## src/rtl/sectag_pkg.sv

```systemverilog
package sectag_pkg;
    localparam int LVL_W   = 3;
    localparam int MASK_W  = 8;
    localparam int TAG_W   = LVL_W + MASK_W;
    localparam int CAUSE_W = 3;

    typedef struct packed {
        logic [LVL_W-1:0]  lvl;
        logic [MASK_W-1:0] mask;
    } tag_t;

    typedef enum logic [1:0] {
        IC_PLAIN  = 2'd0,
        IC_JUMP   = 2'd1,
        IC_BRCOND = 2'd2,
        IC_REJOIN = 2'd3
    } iclass_e;

    typedef enum logic [1:0] {
        CK_NONE = 2'd0,
        CK_READ = 2'd1,
        CK_OUTW = 2'd2,
        CK_INLD = 2'd3
    } chk_e;

    typedef enum logic [CAUSE_W-1:0] {
        TC_NONE = 3'd0,
        TC_READ = 3'd1,
        TC_OUTW = 3'd2,
        TC_INLD = 3'd3,
        TC_OVF  = 3'd4,
        TC_UNF  = 3'd5
    } cause_e;

    typedef struct packed {
        logic   vld;
        logic   we;
        logic   trap;
        cause_e cause;
        tag_t   res;
        tag_t   pc;
    } out_t;
endpackage

```

## src/rtl/sectag_join.sv

```systemverilog
module sectag_join #(
    parameter int N = 2
) (
    input  logic [N-1:0][sectag_pkg::TAG_W-1:0] tags_i,
    output logic [sectag_pkg::TAG_W-1:0]        lub_o
);
    import sectag_pkg::*;

    tag_t acc;
    tag_t cur;

    always_comb begin
        acc = tag_t'(tags_i[0]);
        cur = acc;
        for (int k = 1; k < N; k++) begin
            cur = tag_t'(tags_i[k]);
            if (cur.lvl > acc.lvl) begin
                acc.lvl = cur.lvl;
            end
            acc.mask = acc.mask | cur.mask;
        end
    end

    assign lub_o = acc;
endmodule

```

## src/rtl/sectag_flow.sv

```systemverilog
module sectag_flow (
    input  logic [sectag_pkg::TAG_W-1:0] src_i,
    input  logic [sectag_pkg::TAG_W-1:0] dst_i,
    output logic                         ok_o
);
    import sectag_pkg::*;

    tag_t src;
    tag_t dst;
    logic lvl_ok;
    logic mask_ok;

    always_comb begin
        src     = tag_t'(src_i);
        dst     = tag_t'(dst_i);
        lvl_ok  = (src.lvl <= dst.lvl);
        mask_ok = ((src.mask & ~dst.mask) == '0);
        ok_o    = lvl_ok && mask_ok;
    end
endmodule

```

## src/rtl/sectag_pcstack.sv

```systemverilog
module sectag_pcstack #(
    parameter int DEPTH = 8
) (
    input  logic                         clk,
    input  logic                         rst_n,
    input  logic                         push_i,
    input  logic                         pop_i,
    input  logic [sectag_pkg::TAG_W-1:0] din_i,
    output logic [sectag_pkg::TAG_W-1:0] top_o,
    output logic                         full_o,
    output logic                         empty_o
);
    import sectag_pkg::*;

    localparam int IDX_W = (DEPTH > 1) ? $clog2(DEPTH) : 1;
    localparam int PTR_W = $clog2(DEPTH + 1);

    tag_t             mem_d [DEPTH];
    tag_t             mem_q [DEPTH];
    logic [PTR_W-1:0] cnt_d;
    logic [PTR_W-1:0] cnt_q;
    logic [IDX_W-1:0] wr_idx;
    logic [IDX_W-1:0] top_idx;

    always_comb begin
        full_o  = (cnt_q == PTR_W'(DEPTH));
        empty_o = (cnt_q == '0);
        wr_idx  = IDX_W'(cnt_q);
        top_idx = IDX_W'(cnt_q - 1'b1);
        top_o   = empty_o ? '0 : mem_q[top_idx];

        mem_d = mem_q;
        cnt_d = cnt_q;
        if (push_i && !full_o) begin
            mem_d[wr_idx] = tag_t'(din_i);
            cnt_d         = cnt_q + 1'b1;
        end else if (pop_i && !empty_o) begin
            cnt_d = cnt_q - 1'b1;
        end
    end

    always_ff @(posedge clk) begin
        if (!rst_n) begin
            cnt_q <= '0;
            for (int k = 0; k < DEPTH; k++) begin
                mem_q[k] <= '0;
            end
        end else begin
            cnt_q <= cnt_d;
            mem_q <= mem_d;
        end
    end
endmodule

```

## src/rtl/sectag_unit.sv

```systemverilog
module sectag_unit #(
    parameter int STACK_DEPTH = 8
) (
    input  logic        clk,
    input  logic        rst_n,
    input  logic        in_valid,
    input  logic [1:0]  iclass,
    input  logic [1:0]  chk_kind,
    input  logic [10:0] op_a_tag,
    input  logic [10:0] op_b_tag,
    input  logic [10:0] insn_tag,
    input  logic [10:0] pc_tag_in,
    input  logic [10:0] principal_tag,
    output logic        out_valid,
    output logic [10:0] res_tag,
    output logic        res_we,
    output logic [10:0] pc_tag_out,
    output logic        trap,
    output logic [2:0]  trap_cause
);
    import sectag_pkg::*;

    localparam int JOIN_RES = 4;
    localparam int JOIN_BR  = 3;
    localparam int JOIN_PC  = 2;

    iclass_e          ic;
    chk_e             ck;
    logic [TAG_W-1:0] lub_res;
    logic [TAG_W-1:0] lub_br;
    logic [TAG_W-1:0] lub_pc;
    logic             a_to_prin;
    logic             a_to_chan;
    logic             stk_full;
    logic             stk_empty;
    logic [TAG_W-1:0] stk_top;
    logic             stk_push;
    logic             stk_pop;
    logic             flow_bad;
    cause_e           flow_cause;
    cause_e           cause;
    out_t             o_d;
    out_t             o_q;

    assign ic = iclass_e'(iclass);
    assign ck = chk_e'(chk_kind);

    // Tag joins for the result, the branch condition and the plain PC update
    sectag_join #(.N(JOIN_RES)) u_join_res (
        .tags_i ({op_a_tag, op_b_tag, pc_tag_in, insn_tag}),
        .lub_o  (lub_res)
    );

    sectag_join #(.N(JOIN_BR)) u_join_br (
        .tags_i ({op_a_tag, pc_tag_in, insn_tag}),
        .lub_o  (lub_br)
    );

    sectag_join #(.N(JOIN_PC)) u_join_pc (
        .tags_i ({pc_tag_in, insn_tag}),
        .lub_o  (lub_pc)
    );

    // Flow checks: datum or channel towards the principal, datum towards a channel
    sectag_flow u_flow_prin (
        .src_i (op_a_tag),
        .dst_i (principal_tag),
        .ok_o  (a_to_prin)
    );

    sectag_flow u_flow_chan (
        .src_i (op_a_tag),
        .dst_i (op_b_tag),
        .ok_o  (a_to_chan)
    );

    sectag_pcstack #(.DEPTH(STACK_DEPTH)) u_stack (
        .clk     (clk),
        .rst_n   (rst_n),
        .push_i  (stk_push),
        .pop_i   (stk_pop),
        .din_i   (pc_tag_in),
        .top_o   (stk_top),
        .full_o  (stk_full),
        .empty_o (stk_empty)
    );

    // Trap decode: stack faults win over flow faults
    always_comb begin
        flow_bad   = 1'b0;
        flow_cause = TC_NONE;
        unique case (ck)
            CK_READ: begin
                flow_bad   = !a_to_prin;
                flow_cause = TC_READ;
            end
            CK_OUTW: begin
                flow_bad   = !a_to_chan;
                flow_cause = TC_OUTW;
            end
            CK_INLD: begin
                flow_bad   = !a_to_prin;
                flow_cause = TC_INLD;
            end
            default: begin
                flow_bad   = 1'b0;
                flow_cause = TC_NONE;
            end
        endcase

        if (ic == IC_BRCOND && stk_full) begin
            cause = TC_OVF;
        end else if (ic == IC_REJOIN && stk_empty) begin
            cause = TC_UNF;
        end else if (flow_bad) begin
            cause = flow_cause;
        end else begin
            cause = TC_NONE;
        end

        stk_push = in_valid && (ic == IC_BRCOND) && (cause == TC_NONE);
        stk_pop  = in_valid && (ic == IC_REJOIN) && (cause == TC_NONE);
    end

    // Next-state computation for the registered outputs
    always_comb begin
        o_d       = o_q;
        o_d.vld   = in_valid;
        o_d.we    = 1'b0;
        o_d.trap  = 1'b0;
        o_d.cause = TC_NONE;
        if (in_valid) begin
            o_d.trap  = (cause != TC_NONE);
            o_d.cause = cause;
            o_d.res   = tag_t'(lub_res);
            if (cause != TC_NONE) begin
                o_d.pc = tag_t'(pc_tag_in);
            end else begin
                unique case (ic)
                    IC_PLAIN:  o_d.pc = tag_t'(lub_pc);
                    IC_JUMP:   o_d.pc = tag_t'(lub_pc);
                    IC_BRCOND: o_d.pc = tag_t'(lub_br);
                    IC_REJOIN: o_d.pc = tag_t'(stk_top);
                    default:   o_d.pc = tag_t'(pc_tag_in);
                endcase
            end
            o_d.we = (ic == IC_PLAIN) && (cause == TC_NONE);
        end
    end

    always_ff @(posedge clk) begin
        if (!rst_n) begin
            o_q <= '0;
        end else begin
            o_q <= o_d;
        end
    end

    assign out_valid  = o_q.vld;
    assign res_tag    = o_q.res;
    assign res_we     = o_q.we;
    assign pc_tag_out = o_q.pc;
    assign trap       = o_q.trap;
    assign trap_cause = o_q.cause;
endmodule

```

## config.mk

```make
export PLATFORM = sky130hd
export DESIGN_NAME = sectag_unit
export DESIGN_NICKNAME = d
export VERILOG_FILES = /design/src/rtl/sectag_pkg.sv /design/src/rtl/sectag_join.sv /design/src/rtl/sectag_flow.sv /design/src/rtl/sectag_pcstack.sv /design/src/rtl/sectag_unit.sv
export SDC_FILE = /design/constraint.sdc
export NUM_CORES = 1
export LEC_CHECK = 0
export BUFFER_PORTS_ARGS = -buffer_cell sky130_fd_sc_hd__buf_2
export CORE_MARGIN = 2
export CORE_UTILIZATION = 60
export CTS_BUF_LIST = sky130_fd_sc_hd__clkbuf_4 sky130_fd_sc_hd__clkbuf_8
export DETAILED_ROUTE_END_ITERATION = 7
export GPL_ROUTABILITY_DRIVEN = 1
export GPL_TIMING_DRIVEN = 0
export PLACE_DENSITY = 0.9
export SLEW_MARGIN = 15
export SYNTH_ARGS = -nofsm -noshare
export SYNTH_HDL_FRONTEND = slang
export SYNTH_SLANG_ARGS = --single-unit
export TNS_END_PERCENT = 20
```

## constraint.sdc

```tcl
create_clock -name clk -period 4.3 [get_ports clk]
set_input_delay 0.215 -clock clk [delete_from_list [all_inputs] [get_ports clk]]
set_output_delay 0.215 -clock clk [all_outputs]
set_load 0.02 [all_outputs]
```

==> metrics.md <==
| Metric | Value |
|---|---|
| Startpoint Class | primary input |
| Initial antenna violation count | 0 |
| Sw frac | 30.24% |
| CP endpoint kind | flip-flop |
| Final Hold Fails | 0 |
| Reg2reg end | pc_tag_out[9] |
| Hold Path Class | primary input to flip-flop |
| DR vias | 5907 |
| Post-synth top flop | dfxtp_1 |
| Cts bufs inserted | 17 |
| Synthesis-to-layout area growth | 15.86% |
| Async S/R FF share, synth | 0% |
| Row cnt | 37 |
| Largest net degree at the start of global routing | 17 |
| Register share of total power | 43.7% |
| Post-Synthesis Net Count | 762 |
| Number of setup buffers added after CTS | 0 |
| # hold bufs at CTS | 0 |
| Worst-case reg-to-reg path depth | 9 |
| Critical path launch point | pc_tag_in[8] |
| Iter 0 DRT Violations | 686 |
| Stages on worst setup path | 18 |
| End of the critical path | res_tag[8] |
| Number of synthesized register bits | 120 |
| Final setup violation count | 0 |
| Clock-pin slew on the worst setup and hold paths | 0.08 ns |
| Maximum clock rate | 0.2641 GHz |
| Most frequent cells in the layout | dfxtp_1, mux2i_1, buf_2, nor2_1, nand2_1 |
| Reg2reg start | u_stack.cnt_q[0] |
| Minimum clock period | 3.786 ns |
| Combinational power share | 16.6% |
| First-pass GRT wire length | 28550 µm |
| Max incr delay on CP | 0.42 ns |
| Core box area | 10320 µm² |
| Clock power frac | 39.7% |
| Die Wd | 107.2 µm |
| Height of the die | 107.2 µm |
| Post-Syn Instances | 679 |
| Setup ws final | 0.5135 ns |
| Post-CTS sizing | 0 |
| CTS Buffer Depth | 2 |
| Fill cells | 650 |
| Met1 usage | 36.92% |
| Htree depth | 4 |
| Post-synthesis sequential area ratio | 37.60% |
| Final ANT Viol Nets | 0 |
| CP cell instances | buf_2 > buf_2 > inv_1 > ha_1 > nand3b_1 > a32oi_1 > mux2i_1 > ha_1 > nor2b_1 > o21ai_0 > a32oi_1 > mux2_2 > ha_1 > nor2b_1 > o21ai_0 > a32oi_1 > mux2i_1 > a21oi_1 |
| GRT busiest layer | met2 |
| Hpwl dp | 13160 µm |
| Status | finished, final reports clean |
| DR vias/cell | 6.324 |
| Worst slack, placed | 0.09944 ns |
| Grt total ovfl | 0 |
| Nets | 868 |
| Clock Sinks | 120 |
| Fin crit share | 88.06% |
| Cell area after synthesis | 6389 µm² |
| P_sw | 796.8 µW |
| Drt drc | 0 |
| Die ar. | 11490 µm² |
| # diodes | 0 |
| Pwr per Cell Area | 355.9 nW/µm² |
| Worst endpoint data arrival time | 4.10 ns |
| CTS tree | built |
| Relative slew slack | 44.85% |
| Crit path max-delay family | compound AO/OA/AOI/OAI gates |
| Crit-path slowest cell | mux2i_1 |
| RSZ-0062 raised after global routing | false |
| Clk root buf | clkbuf_8 |
| Commonest non-fill, non-tap cell in the layout | dfxtp_1 |
| GRT Total Usage | 31.91% |
| Starting Density | 61.88% |
| Vias in the first global route | 5843 |
| Design Area, Final | 7402 µm² |
| Data required, critical path | 4.61 ns |
| Post-synth EDFFs | 0 |
| Kind of critical path | primary input to flip-flop |
| Bufs and invs on worst path | 3 |
| Worst-Margin Slew | 0.8064 ns |
| Final slew viol count | 0 |
| Max-capacitance violation count | 0 |
| GR Util met2 | 54.16% |
| Synthesis Warnings | 0 |
| DP Area | 6994 µm² |
| IO Count | 90 |
| PortBufs | 87 |
| Share of layout cells above drive strength 1 | 23.43% |
| Netlist cell types | 58 |
| Reg2Reg Setup Slack | 1.31 ns |
| Int Power | 1838 µW |
| M3 GR Usage | 8.693% |
| Avg WL per Cell | 19.56 µm |
| DRT Wirelength | 18270 µm |
| Setup TNS | 0 ns |
| Leak | 0.003350 µW |
| Placer Congestion | 0.8960 |
| Avg Cell Area, Syn | 9.409 µm² |
| VDD IR max | 0.1767 mV |
| Crit-path max FO | 10 |
| Clock skew | 0.01470 ns |
| Clk Latency, worst-skew pair | 0.45 ns |
| Detailed Routing Iterations Pass 1 | 6 |
## registers in the layout, summed over array words and instances, names as in the netlist
register and count:
u_stack.cnt_q 4, trap 1, pc_tag_out 11, out_valid 1
u_stack.mem_q 88, res_tag 11, trap_cause 3, res_we 1
## stage by stage
| stage | hold slack, ns | utilization (%) | std cells | total power (µW) |
|---|---|---|---|---|
| after global placement | 0.4586 | 67.75 | 902 | 1575 |
| after detailed placement | 0.4641 | 67.75 | 902 | 1598 |
| after floorplan | 0.3409 | - | 679 | 1454 |
| final | 0.04815 | 71.70 | 934 | 2635 |
| after CTS | 0.04472 | 71.70 | 934 | 2618 |
| after global routing | 0.07000 | 71.70 | 934 | 2718 |
## synth_stat cells (all sizes together) (4+ instances only)
cell | count | area share, %
dfxtp | 120 | 38
o2111ai | 13 | 2.4
a211o | 8 | 1.1
mux2i | 108 | 17
buf | 28 | 2.7
a21oi | 29 | 2.3
nor4 | 9 | 0.88
inv | 22 | 1.3
nand3b | 11 | 1.3
nand2b | 12 | 1.3
mux4 | 6 | 2.1
nand2 | 33 | 2.0
o21ai | 32 | 2.5
ha | 21 | 4.1
o211a | 4 | 0.63
clkbuf | 24 | 1.4
a2111oi | 9 | 1.5
and3 | 10 | 0.98
nor3 | 5 | 0.39
nor2 | 95 | 5.6
a211oi | 7 | 1.3
nor2b | 15 | 1.5
mux2 | 16 | 2.8
o211ai | 5 | 0.59
## final cells by class
cell class	count	area (µm²)	share of cell area (%)
Multi-Input combinational cell	483	3630	49.04
Sequential cell	120	2402	32.45
Timing Repair Buffer	87	435.4	5.882
Buffer	52	266.5	3.600
Clock buffer	18	247.7	3.347
Tap cell	136	170.2	2.299
Clock inverter	14	160.2	2.164
Inverter	24	90.09	1.217
## worst min-delay path: stages
cell     delay [ns]
buf_2          0.09
nor4_1         0.04
a21oi_1        0.12
## per-layer routing
| layer | share of wire (%) | vias up | wire length [µm] |
|---|---|---|---|
| li1 | - | 2655 | - |
| met4 | 3.4 | 0 | 616 |
| met2 | 48 | 377 | 8720 |
| met1 | 40 | 2805 | 7297 |
| met3 | 9.0 | 70 | 1637 |
| met5 | 0 | - | 0 |
## how the worst min path moves through the flow
stage,endpoint,depth (start not counted),startpoint
global placement,pc_tag_out[3],2,pc_tag_out[3]
finish,res_tag[3],3,op_b_tag[3]
CTS,res_tag[2],3,insn_tag[2]
global route,trap_cause[1],3,chk_kind[1]
floorplan,trap_cause[1],2,chk_kind[1]
detailed placement,pc_tag_out[3],2,pc_tag_out[3]
## power by group through the flow
| stage | logic, µW | registers, µW | clock network (µW) |
|---|---|---|---|
| 2_1_floorplan | 255 | 1200 | 0 |
| 3_3_place_gp | 401 | 1170 | 0 |
| 3_5_place_dp | 422 | 1180 | 0 |
| 4_1_cts | 427 | 1150 | 1040 |
| 5_1_grt | 470 | 1150 | 1090 |
| 6_report | 437 | 1150 | 1050 |
## kinds of logic after synthesis
| kind of cell | synth area share [%] |
|---|---|
| flops | 37.60 |
| fa+ha+maj | 4.113 |
| mux | 21.86 |
| xor+xnor | 0.5485 |
| compound gates | 15.51 |
| buf+inv | 5.581 |
| simple gates | 14.79 |
No activity file was read; power rests on OpenSTA's default activity.
